File: src/rtl/irq_pend_pkg.sv
package irq_pend_pkg;
  localparam int DATA_W = 8;
  localparam int IDX_W  = 4;

  typedef enum logic [2:0] {
    RD_ZERO     = 3'd0,
    RD_MASK     = 3'd1,
    RD_STAT     = 3'd2,
    RD_STAT_WIDE = 3'd3,
    RD_SEC_MASK = 3'd4
  } rdSel_e;

  typedef struct packed {
    logic              wrMask;
    logic              wrAck;
    logic              wrSecMask;
    logic [IDX_W-1:0]  ackIdx;
    logic [DATA_W-1:0] wrData;
    logic              rdEn;
    rdSel_e            rdSel;
  } ctlStrobe_t;
endpackage

File: src/rtl/irq_pend_ctl.sv
module irq_pend_ctl
  import irq_pend_pkg::*;
#(
  parameter int ADDR_W     = 4,
  parameter int MASK_OFS   = 0,
  parameter int STAT_OFS   = 1,
  parameter int SMASK_OFS  = 2,
  parameter int SSTAT_OFS  = 3
) (
  input  logic              clk,
  input  logic              rstN,
  input  logic [ADDR_W-1:0] busAddr,
  input  logic              busWe,
  input  logic [DATA_W-1:0] busWdata,
  input  logic              busRe,
  input  logic              busWide,
  output ctlStrobe_t        strobe
);
  localparam logic [ADDR_W-1:0] MaskA  = ADDR_W'(MASK_OFS);
  localparam logic [ADDR_W-1:0] StatA  = ADDR_W'(STAT_OFS);
  localparam logic [ADDR_W-1:0] SMaskA = ADDR_W'(SMASK_OFS);
  localparam logic [ADDR_W-1:0] SStatA = ADDR_W'(SSTAT_OFS);

  logic hitMask, hitStat, hitSMask, hitSStat;

  always_comb begin
    hitMask  = (busAddr == MaskA);
    hitStat  = (busAddr == StatA);
    hitSMask = (busAddr == SMaskA);
    hitSStat = (busAddr == SStatA);
  end

  always_comb begin
    strobe.wrMask    = busWe && hitMask;
    strobe.wrAck     = busWe && hitStat;
    strobe.wrSecMask = busWe && hitSMask;
    strobe.ackIdx    = busWdata[IDX_W-1:0];
    strobe.wrData    = busWdata;
    strobe.rdEn      = busRe;
    strobe.rdSel     = RD_ZERO;
    if (busRe) begin
      if (busWide) begin
        if (hitStat) strobe.rdSel = RD_STAT_WIDE;
      end else begin
        if (hitMask)       strobe.rdSel = RD_MASK;
        else if (hitStat)  strobe.rdSel = RD_STAT;
        else if (hitSMask) strobe.rdSel = RD_SEC_MASK;
      end
    end
  end


  sec_stat_zero_chk: assert property (@(posedge clk) disable iff (!rstN)
    (busRe && hitSStat) |-> (strobe.rdSel == RD_ZERO));


  ack_strobe_chk: assert property (@(posedge clk) disable iff (!rstN)
    strobe.wrAck |-> (!strobe.wrMask && !strobe.wrSecMask));
endmodule

File: src/rtl/irq_pend_dp.sv
module irq_pend_dp
  import irq_pend_pkg::*;
#(
  parameter int NSRC = 8,
  parameter int RD_W = 64
) (
  input  logic            clk,
  input  logic            rstN,
  input  ctlStrobe_t      strobe,
  input  logic [NSRC-1:0] srcSet,
  input  logic [NSRC-1:0] srcClr,
  output logic            irqOut,
  output logic [RD_W-1:0] rdData
);
  localparam int PAD_W  = RD_W - NSRC;
  localparam int SPAD_W = RD_W - DATA_W;

  logic [NSRC-1:0]   pendQ, pendD;
  logic [NSRC-1:0]   enQ, enD;
  logic [DATA_W-1:0] secQ, secD;
  logic [NSRC-1:0]   ackVec;
  logic              irqQ;
  logic [RD_W-1:0]   rdQ, rdD;

  for (genvar i = 0; i < NSRC; i++) begin : g_ackDec
    assign ackVec[i] = strobe.wrAck && (strobe.ackIdx == IDX_W'(i));
  end

  always_comb begin
    pendD = pendQ & ~ackVec;
    pendD = pendD & ~srcClr;
    pendD = pendD | srcSet;
    enD   = strobe.wrMask ? ~strobe.wrData[NSRC-1:0] : enQ;
    secD  = strobe.wrSecMask ? strobe.wrData : secQ;
  end

  always_comb begin
    rdD = '0;
    if (strobe.rdEn) begin
      unique case (strobe.rdSel)
        RD_MASK:      rdD = {{PAD_W{1'b0}}, ~enQ};
        RD_STAT,
        RD_STAT_WIDE: rdD = {{PAD_W{1'b0}}, pendQ};
        RD_SEC_MASK:  rdD = {{SPAD_W{1'b0}}, secQ};
        default:      rdD = '0;
      endcase
    end
  end

  always_ff @(posedge clk) begin
    if (!rstN) begin
      pendQ <= '0;
      enQ   <= '0;
      secQ  <= '0;
      irqQ  <= 1'b0;
      rdQ   <= '0;
    end else begin
      pendQ <= pendD;
      enQ   <= enD;
      secQ  <= secD;
      irqQ  <= |(pendD & enD);
      rdQ   <= rdD;
    end
  end

  assign irqOut = irqQ;
  assign rdData = rdQ;


  irq_follow_chk: assert property (@(posedge clk) disable iff (!rstN)
    irqOut == (|(pendQ & enQ)));


  mask_invert_chk: assert property (@(posedge clk) disable iff (!rstN)
    strobe.wrMask |=> (enQ == ~$past(strobe.wrData[NSRC-1:0])));


  set_wins_chk: assert property (@(posedge clk) disable iff (!rstN)
    (|srcSet) |=> ((pendQ & $past(srcSet)) == $past(srcSet)));


  ack_clear_chk: assert property (@(posedge clk) disable iff (!rstN)
    (|(ackVec & ~srcSet)) |=> ((pendQ & $past(ackVec & ~srcSet)) == '0));


  sec_no_effect_chk: assert property (@(posedge clk) disable iff (!rstN)
    strobe.wrSecMask |=> ($stable(enQ) && secQ == $past(strobe.wrData)));


  wide_zext_chk: assert property (@(posedge clk) disable iff (!rstN)
    1'b1 |=> (rdData[RD_W-1:NSRC] == '0 || $past(strobe.rdSel) == RD_MASK));
endmodule

File: src/rtl/irq_pend_ctrl.sv
module irq_pend_ctrl
  import irq_pend_pkg::*;
#(
  parameter int ADDR_W = 4,
  parameter int NSRC   = 8,
  parameter int RD_W   = 64
) (
  input  logic              clk,
  input  logic              rstN,
  input  logic [ADDR_W-1:0] busAddr,
  input  logic              busWe,
  input  logic [7:0]        busWdata,
  input  logic              busRe,
  input  logic              busWide,
  output logic [RD_W-1:0]   busRdata,
  input  logic [NSRC-1:0]   srcSet,
  input  logic [NSRC-1:0]   srcClr,
  output logic              irqOut
);
  ctlStrobe_t strobe;

  irq_pend_ctl #(.ADDR_W(ADDR_W)) ctl_i (
    .clk(clk), .rstN(rstN), .busAddr(busAddr), .busWe(busWe),
    .busWdata(busWdata), .busRe(busRe), .busWide(busWide), .strobe(strobe)
  );

  irq_pend_dp #(.NSRC(NSRC), .RD_W(RD_W)) dp_i (
    .clk(clk), .rstN(rstN), .strobe(strobe), .srcSet(srcSet),
    .srcClr(srcClr), .irqOut(irqOut), .rdData(busRdata)
  );
endmodule

File: config.mk
export PLATFORM = sky130hd
export DESIGN_NAME = irq_pend_ctrl
export DESIGN_NICKNAME = d
export VERILOG_FILES = /design/src/rtl/irq_pend_pkg.sv /design/src/rtl/irq_pend_ctl.sv /design/src/rtl/irq_pend_dp.sv /design/src/rtl/irq_pend_ctrl.sv
export SDC_FILE = /design/constraint.sdc
export NUM_CORES = 1
export LEC_CHECK = 0
export ABC_AREA = 1
export BUFFER_PORTS_ARGS = -buffer_cell sky130_fd_sc_hd__buf_2
export CORE_MARGIN = 2
export CORE_UTILIZATION = 42
export DETAILED_ROUTE_END_ITERATION = 8
export GPL_TIMING_DRIVEN = 1
export PLACE_DENSITY_LB_ADDON = 0.15
export RECOVER_POWER = 100
export SLEW_MARGIN = 20
export SYNTH_ARGS = -nofsm -noshare
export SYNTH_HDL_FRONTEND = slang
export SYNTH_HIERARCHICAL = 1
export SYNTH_SLANG_ARGS = --single-unit
File: constraint.sdc
create_clock -name clk -period 1.1 [get_ports clk]
set_input_delay 0 -clock clk [delete_from_list [all_inputs] [get_ports clk]]
set_output_delay 0 -clock clk [all_outputs]
set_load 0.05 [all_outputs]
==> results of run 1 <==
-- per-layer routing --
metal	wire length, um	part of all wire	up-vias	global-route usage
li1	-	-	916	-
met3	306	0.075	9	0.0357
met4	89	0.022	0	0.0788
met5	0	0	-	0
met2	1790	0.44	81	0.237
met1	1910	0.47	710	0.212
-- worst register-to-register path, stage by stage (launching register included) --
cell and delay [ns]:
dfxtp_1 0.30, inv_1 0.10, nor2_1 0.05, nand2_1 0.07, nand2_1 0.06, nand2_1 0.05, nand2_1 0.05, nor2_1 0.14
a21oi_1 0.08
-- flip-flops by register name, indices dropped and copies added, names as in the netlist --
| name | flops |
|---|---|
| dp_i/enQ | 8 |
| dp_i/pendQ | 8 |
| dp_i/secQ | 8 |
| dp_i/rdData | 8 |
| dp_i/irqOut | 1 |
-- stage by stage --
step	utilization	cells	setup slack (ns)	instance area (um^2)	total power, W
floorplan	-	354	0.00745	2270	0.00202
global placement	0.451	392	-0.286	2120	0.00197
detailed placement	0.451	392	-0.274	2120	0.00197
CTS	0.505	415	0.0356	2370	0.00304
global route	0.514	417	-0.0351	2410	0.00313
finish	0.514	417	0.0801	2410	0.00302
-- kinds of logic (layout without fill, tap and decap cells) --
| logic type | count (synthesis) | in the layout |
|---|---|---|
| compound gates | 40 | 40 |
| buf+inv | 114 | 123 |
| flops | 33 | 33 |
| other cells | 1 | 56 |
| simple gates | 111 | 111 |
-- report_power, final --
group          internal, W  switching [W]  total [W]
Combinational     0.000158       0.000592   0.000750
Sequential         0.00123      0.0000150    0.00124
Clock             0.000565       0.000462    0.00103
Total              0.00195        0.00107    0.00302
-- worst paths after layout --
check                           slack [ns]  cells past startpoint                      start                        end
worst max-delay path                  0.08                     11                 busAddr[0]  dp_i/rdData[7]$_SDFF_PN0_
worst min-delay path                  0.01                      3                busWdata[7]  dp_i/secQ[7]$_SDFFE_PN0P_
worst max register to register        0.09                      8   dp_i/pendQ[3]$_SDFF_PN0_     dp_i/irqOut$_SDFF_PN0_
worst min register to register        0.45                      2  dp_i/secQ[4]$_SDFFE_PN0P_  dp_i/secQ[4]$_SDFFE_PN0P_
-- what timing repair did --
item	in CTS	in global routing
hold endpoints to repair	10	0
hold buffers	15	0
buffers inserted	0	2
endpoints found under the setup margin	0	7
resized for setup	0	7
-- synthesized netlist by cell type --
cell type / count / area, um^2
a21oi_1: 16 / 80.1
a221oi_1: 4 / 35.0
inv_1: 39 / 146
nand3_2: 1 / 10.0
buf_2: 3 / 15.0
nor2_4: 1 / 11.3
nor2_1: 52 / 195
clkinv_1: 1 / 3.75
nor3_4: 1 / 16.3
conb_1: 1 / 3.75
buf_6: 1 / 11.3
o21ai_0: 16 / 80.1
inv_2: 1 / 3.75
buf_4: 69 / 518
dfxtp_1: 33 / 661
nor2_2: 2 / 12.5
nand3_1: 7 / 35.0
o22ai_1: 4 / 25.0
nand2_1: 47 / 176
-- cell type report --
type / count / area [um^2]
Inverter: 41 / 154
Fill cell: 506 / 2280
Multi-Input combinational cell: 207 / 938
Timing Repair Buffer: 74 / 489
Clock inverter: 1 / 5.00
Clock buffer: 7 / 96.3
Tap cell: 54 / 67.6
Sequential cell: 33 / 661
==> results.py, run 1 <==
metrics = {
    "sta": {
        "finalCritPeriodShare": 0.927,
        "min_period_ns": 1.02,
        "rsz0062_at_grt": "true",
        "drv_slew": 0,
        "max_freq_mhz": 980,
        "skew_ns": 0.00163,
        "whs_ns": 0.0131,
        "tns_ns": 0,
        "setup_viol": 0,
        "hold_viol_final": 0,
    },
    "clocking": {
        "htree_levels": 2,
        "clk_path_buf_depth": 2,
        "cts_buffers": 5,
        "clock_latency_ns": 0.29,
        "clk_pin_slew_worst_paths_ns": 0.07,
        "clkSinkCount": 33,
        "cts_tree": "yes",
        "clock-root-buffer": "clkbuf_8",
    },
    "routing": {
        "drtAntennaViolNets": 0,
        "drt_pass1_iterations": 4,
        "detail_route.wl_per_cell_um": 9.82,
        "vias_per_cell": 4.12,
        "vias": 1716,
        "wirelength_um": 4100,
        "drtIter0Drc": 85,
        "drc": 0,
    },
    "setup_path": {
        "crit_type": "in -> reg",
        "cp_max_fo": 5,
        "cp-start-kind": "input pin",
        "arrival_ns": 1.25,
        "cpMaxStageDelayCell": "nor2_4",
        "crit_buf_inv": 4,
        "cp_top_family": "simple AND/OR/NAND/NOR gates",
        "worstPathCellList": "buf_2 > inv_2 > nor2_2 > nand2_2 > nor2_1 > inv_1 > nor2_4 > inv_2 > o22ai_1 > a21oi_1 > nor2_1",
        "endpoint_kind": "register",
        "crit_required_ns": 1.33,
        "cpPeakStageDelay_ns": 0.20,
    },
    "finish": {
        "final_cell_mix": "conb_1, nor2_1, nand2_1",
        "num_antenna_cells": 0,
        "layout-drive-gt1-share": 0.223,
        "mostFrequentLayoutCell": "conb_1",
        "nets": 395,
        "area_growth_pct": 18.2,
    },
    "logic_synthesis": {
        "ys_types": 19,
        "yosysWarnings": 6,
        "synth_top_family_by_area": "buffers and inverters",
        "synth-simple-area-share": 0.224,
        "seq_area_frac_synth": 0.324,
        "synth_xor_area_frac": 0,
        "synth_seq_cells": 33,
        "synth_cells": 299,
        "yosys.area_share.adder": 0,
        "synthMuxAreaShare": 0,
        "synth-compound-area-share": 0.108,
        "netlist_area_um2": 2040,
        "avgSynthCellArea_um2": 6.82,
    },
    "run": {
        "cap_viol_max_count": 0,
    },
    "global_routing": {
        "overflow": 0,
        "grt_pass1_vias": 1462,
        "grt_max_degree": 17,
        "track_usage": 0.158,
        "grt_pass1_wl_um": 6430,
        "antenna_found_initial": 0,
    },
    "floorplanning": {
        "io-pin-count": 98,
        "die_area_um2": 5430,
        "rows": 25,
        "dieWidth_um": 73.7,
        "core-area_um2": 4690,
        "initial_core_util": 0.435,
        "dieHeight_um": 73.7,
    },
    "placed_design": {
        "place_congestion": 0.770,
        "port_buffers": 41,
        "dpl.hpwl_um": 3050,
    },
    "power": {
        "leakage_nw": 1.22,
        "power.density_nw_per_um2": 1250,
        "ir_drop_mv": 0.551,
    },
    "min_path": {
        "min_path_type": "in -> reg",
    },
    "run_status": {
        "status": "finished, final reports clean",
    },
}
No activity file was read; power rests on OpenSTA's default activity.
==> inputs of run 2 (changes only) <==
--- a/config.mk
+++ b/config.mk
@@ -7,6 +7,7 @@
 export LEC_CHECK = 0
 export ABC_AREA = 1
 export BUFFER_PORTS_ARGS = -buffer_cell sky130_fd_sc_hd__buf_2
+export CORE_ASPECT_RATIO = 1.75
 export CORE_MARGIN = 2
 export CORE_UTILIZATION = 42
 export DETAILED_ROUTE_END_ITERATION = 8
==> results.py, run 2 (synthesized netlist as in run 1, its figures left out) <==
metrics = {
    "routing": {
        "vias": 1734,
        "wirelength_um": 4160,
        "top_layer_used": "met4",
        "detail_route.wl_per_cell_um": 10.0,
        "dr_wl_met2_um": 2200,
        "drt_pass1_iterations": 4,
        "drc": 0,
        "met1Wirelength_um": 1570,
        "drtIter0Drc": 17,
        "vias_per_cell": 4.18,
        "wl_met3_um": 269,
        "drtAntennaViolNets": 0,
    },
    "setup_path": {
        "endpoint_kind": "register",
        "crit_required_ns": 1.32,
        "cp-start-kind": "register",
        "arrival_ns": 1.21,
        "cp_max_fo": 2,
        "crit_type": "reg -> reg",
    },
    "finish": {
        "fin_cells": 415,
        "final_cell_mix": "conb_1, nor2_1, nand2_1",
        "utilization": 0.518,
        "nets": 395,
        "area_growth_pct": 18.5,
        "layout-drive-gt1-share": 0.231,
        "mostFrequentLayoutCell": "conb_1",
        "final_area_um2": 2420,
        "num_antenna_cells": 0,
    },
    "clocking": {
        "clk_path_buf_depth": 2,
        "clkSinkCount": 33,
        "clock_latency_ns": 0.28,
        "cts_buffers": 5,
        "htree_levels": 2,
        "cts_tree": "yes",
        "clk_pin_slew_worst_paths_ns": 0.07,
        "clock-root-buffer": "clkbuf_8",
    },
    "global_routing": {
        "overflow": 0,
        "antenna_found_initial": 0,
        "grt_pass1_vias": 1511,
        "grt_pass1_wl_um": 6560,
        "grt_max_degree": 18,
        "track_usage": 0.159,
    },
    "power": {
        "ir_drop_mv": 1.46,
        "power.total_w": 0.00317,
        "power.density_nw_per_um2": 1310,
        "leakage_nw": 1.24,
    },
    "sta": {
        "setup_viol": 0,
        "hold_viol_final": 0,
        "max_freq_mhz": 1010,
        "skew_ns": 0.00788,
        "finalCritPeriodShare": 0.903,
        "min_period_ns": 0.993,
        "drv_slew": 0,
        "rsz0062_at_grt": "true",
        "fin_ws_ns": 0.107,
    },
    "floorplanning": {
        "initial_core_util": 0.437,
        "dieWidth_um": 56.7,
        "rows": 33,
        "io-pin-count": 98,
        "dieHeight_um": 96.2,
        "core-area_um2": 4670,
        "die_area_um2": 5450,
    },
    "placed_design": {
        "dpl.hpwl_um": 3330,
        "post-place-cells": 394,
        "place_congestion": 0.813,
        "port_buffers": 41,
        "placed_area_um2": 2140,
        "pre_cts_slack_ns": -0.257,
    },
    "run_status": {
        "status": "finished, final reports clean",
    },
    "run": {
        "cap_viol_max_count": 0,
    },
    "min_path": {
        "min_path_type": "in -> reg",
    },
}
## run 2: final timing paths
kind	startpoint	endpoint	slack, ns	cells past startpoint
worst min register to register	dp_i/secQ[7]$_SDFFE_PN0P_	dp_i/secQ[7]$_SDFFE_PN0P_	0.45	2
worst min-delay path	busWdata[7]	dp_i/secQ[7]$_SDFFE_PN0P_	0.02	3
worst max register to register	dp_i/pendQ[0]$_SDFF_PN0_	dp_i/irqOut$_SDFF_PN0_	0.11	8
worst max-delay path	dp_i/pendQ[0]$_SDFF_PN0_	dp_i/irqOut$_SDFF_PN0_	0.11	8
## run 2: repair_timing
action / in CTS / in global routing
buffers inserted: 0 / 1
hold buffers: 12 / 0
resized for setup: 0 / 14
endpoints found under the setup margin: 0 / 9
hold endpoints to repair: 10 / 0
## run 2: layout make-up
class                   instances  area (um^2)
clock inverters                 1         30.0
well taps                      52         65.1
fillers                       503         2250
multi-input cells             207          930
flip-flops and latches         33          661
inverters                      41          154
clock buffers                   7         86.3
repair buffers                 74          490
## run 2: critical path, cell delays in order (launching register included)
cell     delay [ns]
dfxtp_1        0.35
inv_1          0.05
nor2_1         0.09
nand2_1        0.08
nand2_1        0.06
nand2_1        0.05
nand2_1        0.09
nor2_2         0.05
a21oi_1        0.12
## run 2: metrics by stage
stage               setup TNS, ns  hold WS, ns
finish                          0       0.0233
floorplan                       0        0.154
detailed placement          -2.43        0.262
global route              -0.0264       0.0424
CTS                             0       0.0113
global placement            -2.46        0.251
## run 2: power breakdown
part           total (W)  switching (W)  internal (W)
logic           0.000752       0.000594      0.000158
registers        0.00124      0.0000142       0.00123
clock network    0.00118       0.000439      0.000738
## run 2: metal layers
metal / vias to the layer above / track usage
li1: 913 / -
met3: 10 / 0.0309
met1: 736 / 0.160
met2: 75 / 0.299
met5: - / 0
met4: 0 / 0.0873
